==> src/rtl/bootld_pkg.sv <==
package bootld_pkg;
    typedef enum logic [2:0] {
        ST_IDLE,
        ST_CMD,
        ST_ADDR,
        ST_DATA,
        ST_DONE
    } ld_state_t;

    localparam logic [7:0] RD_OPCODE  = 8'h03;
    localparam int         ADDR_BYTES = 3;
endpackage

==> src/rtl/bootld_spi_phy.sv <==
// Mode-0 serial shifter at clk/2: rise on one cycle, sample and shift on the next.
module bootld_spi_phy (
    input  logic       clk,
    input  logic       rst_n,
    input  logic       load,
    input  logic       run,
    input  logic [7:0] tx_byte,
    input  logic       miso,
    output logic       sck,
    output logic       mosi,
    output logic       byte_tick,
    output logic [7:0] rx_byte
);
    logic [7:0] tx_sh;
    logic [6:0] rx_sh;
    logic [2:0] bit_idx;
    logic       sck_q;

    always_ff @(posedge clk or negedge rst_n) begin
        if (!rst_n) begin
            tx_sh   <= '0;
            rx_sh   <= '0;
            bit_idx <= '0;
            sck_q   <= 1'b0;
        end else if (load) begin
            tx_sh   <= tx_byte;
            bit_idx <= '0;
            sck_q   <= 1'b0;
        end else if (!run) begin
            sck_q <= 1'b0;
        end else if (!sck_q) begin
            sck_q <= 1'b1;
        end else begin
            sck_q   <= 1'b0;
            tx_sh   <= {tx_sh[6:0], 1'b0};
            rx_sh   <= {rx_sh[5:0], miso};
            bit_idx <= bit_idx + 3'd1;
        end
    end

    assign sck       = sck_q;
    assign mosi      = tx_sh[7];
    assign byte_tick = run && sck_q && (bit_idx == 3'd7);
    assign rx_byte   = {rx_sh, miso};
endmodule

==> src/rtl/bootld_packer.sv <==
// Gathers bytes little-endian and emits one word write per four bytes.
module bootld_packer #(
    parameter int WORD_AW = 14
) (
    input  logic               clk,
    input  logic               rst_n,
    input  logic               byte_valid,
    input  logic [7:0]         byte_in,
    output logic               ram_we,
    output logic [WORD_AW-1:0] ram_addr,
    output logic [31:0]        ram_wdata
);
    localparam logic [WORD_AW-1:0] ADDR_STEP = 1;

    logic [1:0]         lane;
    logic [23:0]        acc;
    logic [WORD_AW-1:0] waddr;

    always_ff @(posedge clk or negedge rst_n) begin
        if (!rst_n) begin
            lane      <= '0;
            acc       <= '0;
            waddr     <= '0;
            ram_we    <= 1'b0;
            ram_addr  <= '0;
            ram_wdata <= '0;
        end else begin
            ram_we <= 1'b0;
            if (byte_valid) begin
                lane <= lane + 2'd1;
                if (lane == 2'd3) begin
                    ram_we    <= 1'b1;
                    ram_wdata <= {byte_in, acc};
                    ram_addr  <= waddr;
                    waddr     <= waddr + ADDR_STEP;
                end else begin
                    for (int i = 0; i < 3; i++) begin
                        if (lane == 2'(i)) acc[8*i +: 8] <= byte_in;
                    end
                end
            end
        end
    end
endmodule

==> src/rtl/bootld_seq.sv <==
// Copy sequencer: idle -> command -> address -> data -> done.
module bootld_seq
    import bootld_pkg::*;
#(
    parameter int IMAGE_BYTES = 65536,
    parameter int CNT_W       = 16
) (
    input  logic clk,
    input  logic rst_n,
    input  logic byte_tick,
    output logic load,
    output logic run,
    output logic cs_n,
    output logic data_phase,
    output logic cpu_rst_n,
    output logic flash_pd
);
    localparam logic [CNT_W-1:0] LAST_ADDR = CNT_W'(ADDR_BYTES - 1);
    localparam logic [CNT_W-1:0] LAST_DATA = CNT_W'(IMAGE_BYTES - 1);

    ld_state_t        state, state_nx;
    logic [CNT_W-1:0] cnt;

    always_comb begin
        state_nx = state;
        unique case (state)
            ST_IDLE: state_nx = ST_CMD;
            ST_CMD:  if (byte_tick) state_nx = ST_ADDR;
            ST_ADDR: if (byte_tick && cnt == LAST_ADDR) state_nx = ST_DATA;
            ST_DATA: if (byte_tick && cnt == LAST_DATA) state_nx = ST_DONE;
            ST_DONE: state_nx = ST_DONE;
            default: state_nx = ST_DONE;
        endcase
    end

    always_ff @(posedge clk or negedge rst_n) begin
        if (!rst_n) begin
            state <= ST_IDLE;
            cnt   <= '0;
        end else begin
            state <= state_nx;
            if (byte_tick) cnt <= (state_nx != state) ? '0 : cnt + 1'b1;
        end
    end

    always_comb begin
        load       = (state == ST_IDLE);
        run        = (state == ST_CMD) || (state == ST_ADDR) || (state == ST_DATA);
        cs_n       = !run;
        data_phase = (state == ST_DATA);
    end

    always_ff @(posedge clk or negedge rst_n) begin
        if (!rst_n) begin
            cpu_rst_n <= 1'b0;
            flash_pd  <= 1'b0;
        end else begin
            cpu_rst_n <= (state == ST_DONE);
            flash_pd  <= (state == ST_DONE);
        end
    end
endmodule

==> src/rtl/boot_image_loader.sv <==
module boot_image_loader
    import bootld_pkg::*;
#(
    parameter int IMAGE_BYTES = 65536
) (
    input  logic                               clk,
    input  logic                               rst_n,
    output logic                               spi_sck,
    output logic                               spi_cs_n,
    output logic                               spi_mosi,
    input  logic                               spi_miso,
    output logic                               ram_we,
    output logic [$clog2(IMAGE_BYTES/4)-1:0]   ram_addr,
    output logic [31:0]                        ram_wdata,
    output logic                               cpu_rst_n,
    output logic                               flash_pd
);
    localparam int WORD_AW = $clog2(IMAGE_BYTES / 4);
    localparam int CNT_W   = $clog2(IMAGE_BYTES);

    logic       load, run, data_phase, byte_tick;
    logic [7:0] rx_byte;

    bootld_seq #(.IMAGE_BYTES(IMAGE_BYTES), .CNT_W(CNT_W)) u_seq (
        .clk        (clk),
        .rst_n      (rst_n),
        .byte_tick  (byte_tick),
        .load       (load),
        .run        (run),
        .cs_n       (spi_cs_n),
        .data_phase (data_phase),
        .cpu_rst_n  (cpu_rst_n),
        .flash_pd   (flash_pd)
    );

    bootld_spi_phy u_phy (
        .clk       (clk),
        .rst_n     (rst_n),
        .load      (load),
        .run       (run),
        .tx_byte   (RD_OPCODE),
        .miso      (spi_miso),
        .sck       (spi_sck),
        .mosi      (spi_mosi),
        .byte_tick (byte_tick),
        .rx_byte   (rx_byte)
    );

    bootld_packer #(.WORD_AW(WORD_AW)) u_pack (
        .clk        (clk),
        .rst_n      (rst_n),
        .byte_valid (byte_tick && data_phase),
        .byte_in    (rx_byte),
        .ram_we     (ram_we),
        .ram_addr   (ram_addr),
        .ram_wdata  (ram_wdata)
    );
endmodule

==> config.mk <==
export PLATFORM = sky130hd
export DESIGN_NAME = boot_image_loader
export DESIGN_NICKNAME = d
export VERILOG_FILES = /design/src/rtl/bootld_pkg.sv /design/src/rtl/bootld_spi_phy.sv /design/src/rtl/bootld_packer.sv /design/src/rtl/bootld_seq.sv /design/src/rtl/boot_image_loader.sv
export SDC_FILE = /design/constraint.sdc
export NUM_CORES = 1
export LEC_CHECK = 0
export BUFFER_PORTS_ARGS = -buffer_cell sky130_fd_sc_hd__buf_2
export CORE_UTILIZATION = 58
export DETAILED_ROUTE_END_ITERATION = 10
export PLACE_DENSITY = 0.79
export REMOVE_ABC_BUFFERS = 1
export SLEW_MARGIN = 20
export SYNTH_ARGS = -nofsm -noshare
export SYNTH_HDL_FRONTEND = slang
export SYNTH_HIERARCHICAL = 1
export SYNTH_SLANG_ARGS = --single-unit
export TNS_END_PERCENT = 1
==> constraint.sdc <==
create_clock -name clk -period 3.6 [get_ports clk]
set_input_delay 0.54 -clock clk [delete_from_list [all_inputs] [get_ports clk]]
set_output_delay 0.54 -clock clk [all_outputs]
set_load 0.02 [all_outputs]
==> results of run 1 <==
## power groups by stage
stage               Combinational (µW)  Clock, µW  Sequential, µW
floorplan                         6.60          0            1450
global placement                  40.4          0            1450
detailed placement                40.9          0            1460
CTS                               41.4       1620            1430
global route                      46.4       1690            1430
finish                            39.0       1600            1430
## Yosys cell counts, drive strengths merged, types with 3 or more instances
| master | n |
|---|---|
| nand3 | 9 |
| nand2 | 26 |
| buf | 13 |
| o211ai | 6 |
| and2 | 3 |
| ha | 9 |
| nor3 | 7 |
| nand4 | 9 |
| nor2 | 20 |
| and3 | 5 |
| nor4b | 3 |
| mux2 | 77 |
| nand2b | 8 |
| a21bo | 3 |
| inv | 11 |
| xnor2 | 15 |
| clkbuf | 7 |
| a21oi | 5 |
| dfrtp | 126 |
| xor2 | 11 |
| nand4b | 7 |
| o21ai | 5 |
| nand3b | 4 |
## cell usage in the layout (no fill, tap or decap), drive strengths merged, types with 2 or more instances in the layout
cell type and n:
dfrtp 126, mux2 77, buf 60, nand2 26, inv 21, nor2 20
clkbuf 17, xnor2 15, xor2 11, nand3 9, ha 9, nand4 9
nand2b 8, conb 8, nand4b 7, nor3 7, o211ai 6, o21ai 5
a21oi 5, and3 5, clkinvlp 4, nand3b 4, and2 3, a21bo 3
nor4b 3, nor3b 2, nor4 2, o22ai 2, o311ai 2, a31oi 2
## metal layers
layer,part of all wire (%),vias up,GRT usage [%]
met5,0,-,0
met4,1.3,0,8.96
met3,3.0,9,5.46
met2,51,63,35.5
met1,45,1643,28.3
li1,-,1555,-
## logic make-up after synthesis
family	after synthesis	synth area share, %
xor gates and xnor gates	26	4.21
buffers and inverters	31	3.06
other	2	0.139
and+or+nand+nor	108	12.1
adders and majority gates	9	2.08
DFF	126	58.4
muxes	77	16.0
AOI/OAI and AO/OA	28	4.01
## metrics by stage
stage / cells / cell area [µm²] / total power, µW / hold slack [ns] / utilization (%)
after floorplan: 393 / 5300 / 1460 / 0.244 / -
after global placement: 561 / 5770 / 1500 / 0.461 / 65.2
after detailed placement: 561 / 5770 / 1500 / 0.468 / 65.2
after CTS: 593 / 6330 / 3100 / 0.184 / 71.6
after global routing: 593 / 6330 / 3160 / 0.235 / 71.6
final: 593 / 6330 / 3060 / 0.155 / 71.6
## sequential cells by signal, indices dropped and copies added (netlist names)
| register | count |
|---|---|
| u_seq/flash_pd | 1 |
| u_phy/bit_idx | 3 |
| u_seq/state | 3 |
| u_phy/rx_sh | 7 |
| u_pack/ram_wdata | 32 |
| u_pack/ram_we | 1 |
| u_seq/cnt | 16 |
| u_pack/ram_addr | 14 |
| u_pack/waddr | 14 |
| u_pack/acc | 24 |
| u_phy/tx_sh | 8 |
| u_phy/sck | 1 |
| u_pack/lane | 2 |
## layout make-up
| cell class | instances | area [µm²] |
|---|---|---|
| multi-input cells | 256 | 2110 |
| well taps | 108 | 135 |
| fillers | 599 | 2510 |
| clock buffers | 17 | 414 |
| flip-flops and latches | 126 | 3150 |
| inverters | 11 | 41.3 |
| repair buffers | 60 | 330 |
| clock inverters | 15 | 149 |
## critical path: cells and delay by family, from the launching register on
kind | cells | cell delay, ns
DFF | 1 | 0.71
AOI/OAI and AO/OA | 1 | 0.13
and+or+nand+nor | 5 | 2.04
## final timing paths
kind,startpoint,end,slack [ns],depth (start not counted)
worst max-delay path,u_phy/sck,u_seq/cnt[2],0.55,6
max in group asynchronous,rst_n,u_pack/ram_wdata[25],2.65,2
worst min register to register,u_pack/waddr[13],u_pack/waddr[13],0.47,1
worst max register to register,u_phy/sck,u_seq/cnt[2],0.55,6
min in group clk,spi_miso,u_pack/ram_wdata[24],0.33,2
worst min-delay path,rst_n,u_seq/cnt[10],0.16,1
==> out/results.ini, run 1 <==
[run_status]
status = completed

[power_and_ir_drop]
leakage_uw = 0.00328
combPwrFrac_pct = 1.3
seq_power_share_pct = 46.7
swShare_pct = 24.4
vdd_drop_max_v = 0.000334
pwr-share-clk_pct = 52.1
p_sw_uw = 748
power_density_nw_per_um2 = 484
internal_power_uw = 2320

[synthesis]
synthCells = 407
synth.avg_cell_area_um2 = 13.3
ys_top_cells_by_area = dfrtp_1 (58%), mux2_2 (16%), xnor2_1 (2.4%)
synth_ff_type = dfrtp_1
ys_warn_count = 6
syn_area_um2 = 5400
ys_seq_elements = 126
synth.largest_area_cell = dfrtp_1
ys_seq_area_share_pct = 58.4
ys_types = 47
synth_top_area_share_pct = 58.4
synthArstFlopShare_pct = 100
synth_edf_count = 0

[floorplan]
num_rows = 34
die_w_um = 98.5
die_area_um2 = 9710
start_util_pct = 61.1
dieHeight_um = 98.5
fp.coreArea_um2 = 8850
pin_count = 55

[clock_network]
clk_latency_ns = 0.51
cts_tree = built
clk_path_buf_depth = 2
post-cts-setup-buffers = 0
cts-root-buf = clkbuf_8
cts_made_buffers = 17
holdBufCountCts = 0
htreeDepth = 4
clk_pin_slew_ns = 0.07
cts_resized = 0
clock_sinks = 126

[grt]
grt_max_degree = 74
antenna_found_initial = 0
grt_first_pass_wirelength_um = 16400
grt_pass1_vias = 3316
overflow = 0
grt_use_total_pct = 21.8

[place]
io_buffer_count = 54
gp_congestion = 0.792
pre_cts_ws_ns = 0.697
hpwlAfterDp_um = 6050

[critical_path]
cp.arrival_ns = 3.40
crit_type = reg -> reg
max_stage_delay_ns = 0.71
cp-end-kind = register
cp_max_fo = 18
crit_path_cell_trace = and3_1, nor4b_1, nand4_1, and4b_1, nor4b_4, o22ai_1
critPathRequiredTime_ns = 3.95
critPathSlowestCell = dfrtp_1
critPathLaunchType = register

[drt]
drc = 0
vias = 3270
viasPerCell = 5.51
wl_per_cell_um = 16.3
drt_iter0_drc = 124
wirelength_um = 9650
drt_first_pass_iters = 6
drtAntennaViolNets = 0

[timing]
maxSlewHeadroom_pct = 39.3
clock.fmax_mhz = 328
setup_tns_ns = 0
fin_ws_ns = 0.550
finalCritPeriodShare_pct = 84.7
period_minus_slack_ns = 3.05
final_max_slew_viol_count = 0
hold_viol_final = 0
rsz0062_at_grt = false
clock_skew_ns = 0.00920
finalSetupViolCount = 0
worstMarginPinSlew_ns = 0.910

[job]
max_cap_violations = 0

[min_path]
hp-class = in -> async

[final_layout]
syn_to_final_growth_pct = 17.3
n_antenna_cell = 0
nets = 484
drive_above_1_share_pct = 38.4

Power figures use the tool's default switching activity.
==> inputs of run 2 (changes only) <==
ABC_AREA = 1   (was default)
CORE_UTILIZATION = 53   (was 58)
PLACE_DENSITY = 0.75   (was 0.79)
clock period = 2.5 ns   (was 3.6 ns; I/O delays follow)
==> out/results.ini, run 2 <==
[run_status]
status = completed

[timing]
maxSlewHeadroom_pct = 57.9  ; +19 points
period_minus_slack_ns = 2.33  ; -0.723 ns
clock_skew_ns = 0.00723  ; -0.00198 ns
worstMarginPinSlew_ns = 0.632  ; -0.278 ns
hold_viol_final = 0  ; unchanged
finalSetupViolCount = 0  ; unchanged
clock.fmax_mhz = 430  ; +31%
final_max_slew_viol_count = 0  ; unchanged
setup_tns_ns = 0  ; unchanged
finalCritPeriodShare_pct = 93.1  ; +8.4 points

[synthesis]
syn_area_um2 = 5670  ; +4.9%
synth_ff_type = dfrtp_1
synthArstFlopShare_pct = 100  ; unchanged
ys_warn_count = 6  ; unchanged
synth_edf_count = 0  ; unchanged
synth_top_area_share_pct = 55.7  ; -2.7 points
ys_types = 38  ; -19%
synth.largest_area_cell = dfrtp_1
ys_seq_area_share_pct = 55.7  ; -2.7 points
ys_top_cells_by_area = dfrtp_1 (56%), nand2_1 (17%), o21ai_0 (3.5%)
synth.avg_cell_area_um2 = 8.87  ; -33%
ys_top_cells_by_count = nand2_1 (253), dfrtp_1 (126), o21ai_0 (40)
synthCells = 639  ; +57%
synth_most_common_cell = nand2_1
ys_seq_elements = 126  ; unchanged

[grt]
grt_max_degree = 49  ; -34%
grt_pass1_vias = 4360  ; +31%
use_met2_pct = 38.6  ; +3.1 points
use_met3_pct = 5.13  ; -0.33 points
antenna_found_initial = 0  ; unchanged
grt_use_met1_pct = 28.0  ; -0.28 points
grt.busiest_layer = met2
grt_use_total_pct = 22.8  ; +0.96 points
overflow = 0  ; unchanged
grt_first_pass_wirelength_um = 19800  ; +21%

[critical_path]
crit_family = simple AND/OR/NAND/NOR gates
path_buf_inv = 3  ; +3
critPathSlowestCell = dfrtp_1
critPathRequiredTime_ns = 2.89  ; -1.06 ns
reg2reg_slack_ns = 0.17  ; -0.38 ns
critPathLaunchType = register
crit_path_cell_trace = nor2_1, nor2_2, nand2_4, nor2_2, nand2_1, inv_1, nand2_2, inv_1, buf_4, nand2_1, xnor2_1
r2r-start = u_seq/state[0]
max_stage_delay_ns = 0.44  ; -0.27 ns
r2r_cells = 11  ; +5
crit_start = u_seq/state[0]
cp_max_fo = 20  ; +2
crit_type = reg -> reg
timing.rr.end = u_pack/waddr[2]
cp-end-kind = register
cp.arrival_ns = 2.72  ; -0.68 ns

[clock_network]
post-cts-setup-buffers = 0  ; unchanged
clk_latency_ns = 0.51  ; about the same
htreeDepth = 4  ; unchanged
cts_made_buffers = 17  ; unchanged
clock_sinks = 126  ; unchanged
clk_path_buf_depth = 2  ; unchanged
cts_tree = built
clk_pin_slew_ns = 0.06  ; about the same
cts-root-buf = clkbuf_8

[final_layout]
final_util_pct = 65.0  ; -6.6 points
largest_reg_flops = 32  ; unchanged
final_common_cell = nand2_1
reg.largest.list = u_pack/ram_wdata x32, u_pack/acc x24, u_seq/cnt x16
instances_no_fill = 855  ; +44%
syn_to_final_growth_pct = 18.4
largest-register = u_pack/ram_wdata
n_antenna_cell = 0  ; unchanged
final_cell_mix = nand2_1 (253), dfrtp_1 (126), buf_2 (53)
final_cell_area_um2 = 6710  ; +5.9%
drive_above_1_share_pct = 18.6  ; -20 points
nets = 720  ; +49%

[place]
hpwlAfterDp_um = 7770  ; +28%
io_buffer_count = 54  ; unchanged
dp.cells = 824  ; +47%
placedInstanceArea_um2 = 6090  ; +5.5%
gp_congestion = 0.858  ; +8.3%

[drt]
drc = 0  ; unchanged
wl_per_cell_um = 13.6  ; -17%
drtAntennaViolNets = 0  ; unchanged
viasPerCell = 5.15  ; -6.7%
drt_first_pass_iters = 7  ; +1
wirelength_um = 11600  ; +20%
vias = 4400  ; +35%
drt_iter0_drc = 394  ; +220%

[min_path]
min_from = spi_miso
whs_path_depth = 3
holdPathEnd = u_phy/rx_sh[0]
hp-class = in -> reg

[power_and_ir_drop]
power_uw = 4570  ; +49%
vdd_drop_max_v = 0.000340  ; +1.7%
leakage_uw = 0.00358  ; +9.3%
power_density_nw_per_um2 = 681  ; +41%

[floorplan]
die_w_um = 105  ; +7.0%
num_rows = 37  ; +8.8%
fp.coreArea_um2 = 10300  ; +17%
die_area_um2 = 11100  ; +14%
start_util_pct = 54.9  ; -6.2 points
pin_count = 55  ; unchanged
dieHeight_um = 105  ; +7.0%

[job]
max_cap_violations = 0  ; unchanged

run 2: report_power, final:
group	internal (µW)	total (µW)	switching [µW]
sequential	2050	2050	4.96
combinational	11.2	62.0	50.8
clock	1640	2450	814
total	3700	4570	869
run 2: layout make-up:
cell class,instances,area (µm²)
flip-flops and latches,126,3150
repair buffers,67,398
clock inverters,5,104
clock buffers,25,494
well taps,136,170
inverters,46,173
multi-input cells,450,2220
fillers,803,3610
run 2: cells by family after synthesis:
family	Yosys count	synth area share, %
flip-flops	126	55.7
XOR/XNOR	17	2.63
adder cells (fa/ha/maj)	9	1.99
AND/OR/NAND/NOR	345	26.1
other	2	0.133
buffers and inverters	69	5.85
AO/OA/AOI/OAI	71	7.62
run 2: repair_timing:
item,CTS,global route
endpoints found under the setup margin,0,36
resized for setup,0,4
hold buffers,1,0
hold endpoints to repair,44,0
run 2: worst max-delay path by stage:
stage	slack (ns)	cells after the start	endpoint
6_report	0.17	11	u_pack/waddr[2]
5_1_grt	-0.03	11	u_pack/waddr[2]
2_1_floorplan	-1.50	10	u_pack/waddr[2]
3_3_place_gp	0.27	12	u_seq/cnt[0]
4_1_cts	0.13	15	u_seq/cnt[0]
3_5_place_dp	0.16	15	u_seq/cnt[0]
run 2: stage by stage:
stage | worst slack, ns | hold slack [ns]
after CTS | 0.135 | 0.0750
final | 0.173 | 0.0918
after floorplan | -1.50 | 0.0794
after global placement | 0.269 | 0.426
after global routing | -0.0295 | 0.0833
after detailed placement | 0.163 | 0.435
run 2: worst register-to-register path, cell delays in order (launching register included):
cell     delay [ns]
dfrtp_1        0.44
nor2_1         0.12
nor2_2         0.17
nand2_4        0.07
nor2_2         0.15
nand2_1        0.08
inv_1          0.27
nand2_2        0.30
inv_1          0.17
buf_4          0.22
nand2_1        0.09
xnor2_1        0.13
run 2: routing by layer:
layer	up-vias	part of all wire [%]
met2	91	51
li1	2159	-
met5	-	0
met1	2132	44
met3	18	3.1
met4	0	2.1
==> inputs of run 3 (changes only) <==
PLACE_DENSITY = 0.76   (was 0.75)
SYNTH_HIERARCHICAL = default   (was 1)
==> out/results.ini, run 3 <==
[min_path]
hp-class = in -> reg

[final_layout]
largest-register = u_pack.ram_wdata
largest_reg_flops = 32  ; unchanged
drive_above_1_share_pct = 20.2  ; +1.6 points
num-fill-cells = 796  ; -0.87%
final_common_cell = nand2_1
final_util_pct = 64.9  ; -0.090 points
nets = 638  ; -11%
reg.largest.list = u_pack.ram_wdata x32, u_pack.acc x24, u_seq.cnt x16
n_antenna_cell = 0  ; unchanged
final_cell_mix = nand2_1 (140), dfrtp_1 (126), inv_1 (68)
syn_to_final_growth_pct = 18.5  ; about the same

[synthesis]
ys_seq_elements = 126  ; unchanged
synth_top_area_share_pct = 58.6  ; +3.0 points
synth_ff_type = dfrtp_1
synth.avg_cell_area_um2 = 9.51  ; +7.2%
ys_top_cells_by_count = nand2_1 (140), dfrtp_1 (126), inv_1 (68)
ys_warn_count = 0  ; -6
ys_seq_area_share_pct = 58.6  ; +3.0 points
synth_edf_count = 0  ; unchanged
synthCells = 566  ; -11%
synth.largest_area_cell = dfrtp_1
syn_area_um2 = 5380  ; -5.0%
synth_most_common_cell = nand2_1
ys_top_cells_by_area = dfrtp_1 (59%), nand2_1 (9.8%), inv_1 (4.7%)
ys_types = 36  ; -5.3%
synthArstFlopShare_pct = 100  ; unchanged

[timing]
setup_tns_ns = 0  ; unchanged
clock_skew_ns = 0.00777  ; +0.000547 ns
hold_viol_final = 0  ; unchanged
finalCritPeriodShare_pct = 87.5  ; -5.6 points
worstMarginPinSlew_ns = 0.647  ; +0.0154 ns
clock.fmax_mhz = 457  ; +6.4%
maxSlewHeadroom_pct = 56.8  ; -1.1 points
fin_ws_ns = 0.313  ; +0.140 ns
finalSetupViolCount = 0  ; unchanged
rsz0062_at_grt = false
whs_ns = 0.117  ; +0.0252 ns
final_max_slew_viol_count = 0  ; unchanged
period_minus_slack_ns = 2.19  ; -0.140 ns

[drt]
drt_first_pass_iters = 5  ; -2
drtAntennaViolNets = 0  ; unchanged
wirelength_um = 10200  ; -12%
viasPerCell = 5.02  ; -2.5%
vias = 3874  ; -12%
drc = 0  ; unchanged
wl_per_cell_um = 13.3  ; -2.3%
drt_iter0_drc = 157  ; -60%

[place]
gp_congestion = 0.841  ; -2.0%
hpwlAfterDp_um = 6730  ; -13%
io_buffer_count = 54  ; unchanged
pre_cts_ws_ns = 0.305  ; +0.142 ns

[clock_network]
holdBufCountCts = 1  ; unchanged
clk_latency_ns = 0.51  ; about the same
post-cts-setup-buffers = 0  ; unchanged
cts_tree = built
clock_sinks = 126  ; unchanged
clk_pin_slew_ns = 0.06  ; about the same
cts_resized = 0  ; unchanged
cts-root-buf = clkbuf_8
htreeDepth = 4  ; unchanged
cts_made_buffers = 17  ; unchanged
clk_path_buf_depth = 2  ; unchanged

[critical_path]
critPathLaunchType = register
cp-end-kind = register
critPathSlowestCell = dfrtp_1
cp.arrival_ns = 2.62  ; -0.10 ns
crit_path_cell_trace = ha_1, ha_1, inv_1, nor2_8, buf_4, nand3_2, nand2_2, nand3_2, nand2_2, nand3_4, o21ai_0
max_stage_delay_ns = 0.36  ; -0.08 ns
cp_max_fo = 23  ; +15%
path_buf_inv = 2  ; -1
critPathRequiredTime_ns = 2.93  ; +0.04 ns
crit_family = simple AND/OR/NAND/NOR gates
crit_type = reg -> reg

[grt]
overflow = 0  ; unchanged
grt_use_total_pct = 21.8  ; -0.99 points
grt_pass1_vias = 3822  ; -12%
grt_max_degree = 66  ; +35%
grt_first_pass_wirelength_um = 17400  ; -12%
antenna_found_initial = 0  ; unchanged

[floorplan]
start_util_pct = 54.8  ; -0.087 points
num_rows = 36  ; -2.7%
dieHeight_um = 103  ; -2.5%
die_area_um2 = 10600  ; -4.9%
fp.coreArea_um2 = 9820  ; -4.9%
pin_count = 55  ; unchanged
die_w_um = 103  ; -2.5%

[power_and_ir_drop]
power_density_nw_per_um2 = 700  ; +2.8%
leakage_uw = 0.00313  ; -12%
vdd_drop_max_v = 0.000432  ; +27%

[job]
max_cap_violations = 0  ; unchanged

[run_status]
status = completed

==> run 3: changes by cell type in the layout (fill, tap and decap cells not counted), sizes merged, moves of 4 or more <==
cell,before,now
clkinv,2,6
nor2,40,35
clkbuf,25,19
buf,66,61
conb,8,0
nand3,34,14
xnor2,7,3
o22ai,1,5
nand2,256,145
inv,46,73
o21ai,49,73
xor2,10,18
clkinvlp,0,5
nor3,5,9
==> run 3: cell families after synthesis <==
| family | after synthesis | share of synthesized area, % |
|---|---|---|
| fa+ha+maj | 9 | 2.09 |
| simple gates | 214 | 18.0 |
| flops | 126 | 58.6 |
| buf+inv | 94 | 7.21 |
| compound gates | 102 | 10.7 |
| xor+xnor | 21 | 3.42 |
==> run 3: per-stage QoR <==
stage	total power, µW	cells	area (µm²)
3_5_place_dp	2140	739	5780
5_1_grt	4600	772	6370
6_report	4460	772	6370
3_3_place_gp	2140	739	5780
2_1_floorplan	2090	545	5270
4_1_cts	4510	772	6370
==> run 3: path summary, 6_finish.rpt <==
check / slack, ns / depth (start not counted) / startpoint / end
max in group asynchronous: 1.40 / 3 / rst_n / u_pack.ram_wdata[16]
hold reg to reg: 0.47 / 2 / u_pack.ram_addr[8] / u_pack.ram_addr[8]
hold / removal: 0.12 / 3 / spi_miso / u_pack.acc[8]
min in group asynchronous: 0.35 / 2 / rst_n / u_pack.ram_wdata[9]
setup reg to reg: 0.31 / 11 / u_phy.bit_idx[0] / u_seq.cnt[0]
setup / recovery: 0.31 / 11 / u_phy.bit_idx[0] / u_seq.cnt[0]
==> run 3: power breakdown <==
| group | switching [µW] | total (µW) | internal, µW |
|---|---|---|---|
| sequential | 9.30 | 2060 | 2050 |
| combinational | 43.1 | 52.4 | 9.31 |
| clock | 884 | 2350 | 1470 |
| total | 936 | 4460 | 3520 |
==> run 3: area by class of cell <==
| cell class | instances | area (µm²) | area share, % |
|---|---|---|---|
| flip-flops and latches | 126 | 3150 | 49.5 |
| well taps | 133 | 166 | 2.61 |
| clock inverters | 13 | 139 | 2.18 |
| inverters | 73 | 274 | 4.30 |
| clock buffers | 19 | 442 | 6.93 |
| multi-input cells | 346 | 1840 | 28.9 |
| repair buffers | 62 | 360 | 5.65 |
==> run 3: worst register-to-register path, cell delays in order, from the launching register on <==
cell,delay [ns]
dfrtp_1,0.36
ha_1,0.15
ha_1,0.16
inv_1,0.09
nor2_8,0.13
buf_4,0.31
nand3_2,0.15
nand2_2,0.12
nand3_2,0.09
nand2_2,0.09
nand3_4,0.21
o21ai_0,0.24
==> run 3: per-layer routing <==
metal	part of all wire (%)	wire [µm]	vias up	track usage (%)
met5	0	0	-	0
li1	-	-	1925	-
met1	47	4790	1869	28.4
met4	0.96	98	0	7.37
met3	3.2	326	9	5.69
met2	49	5020	71	35.6
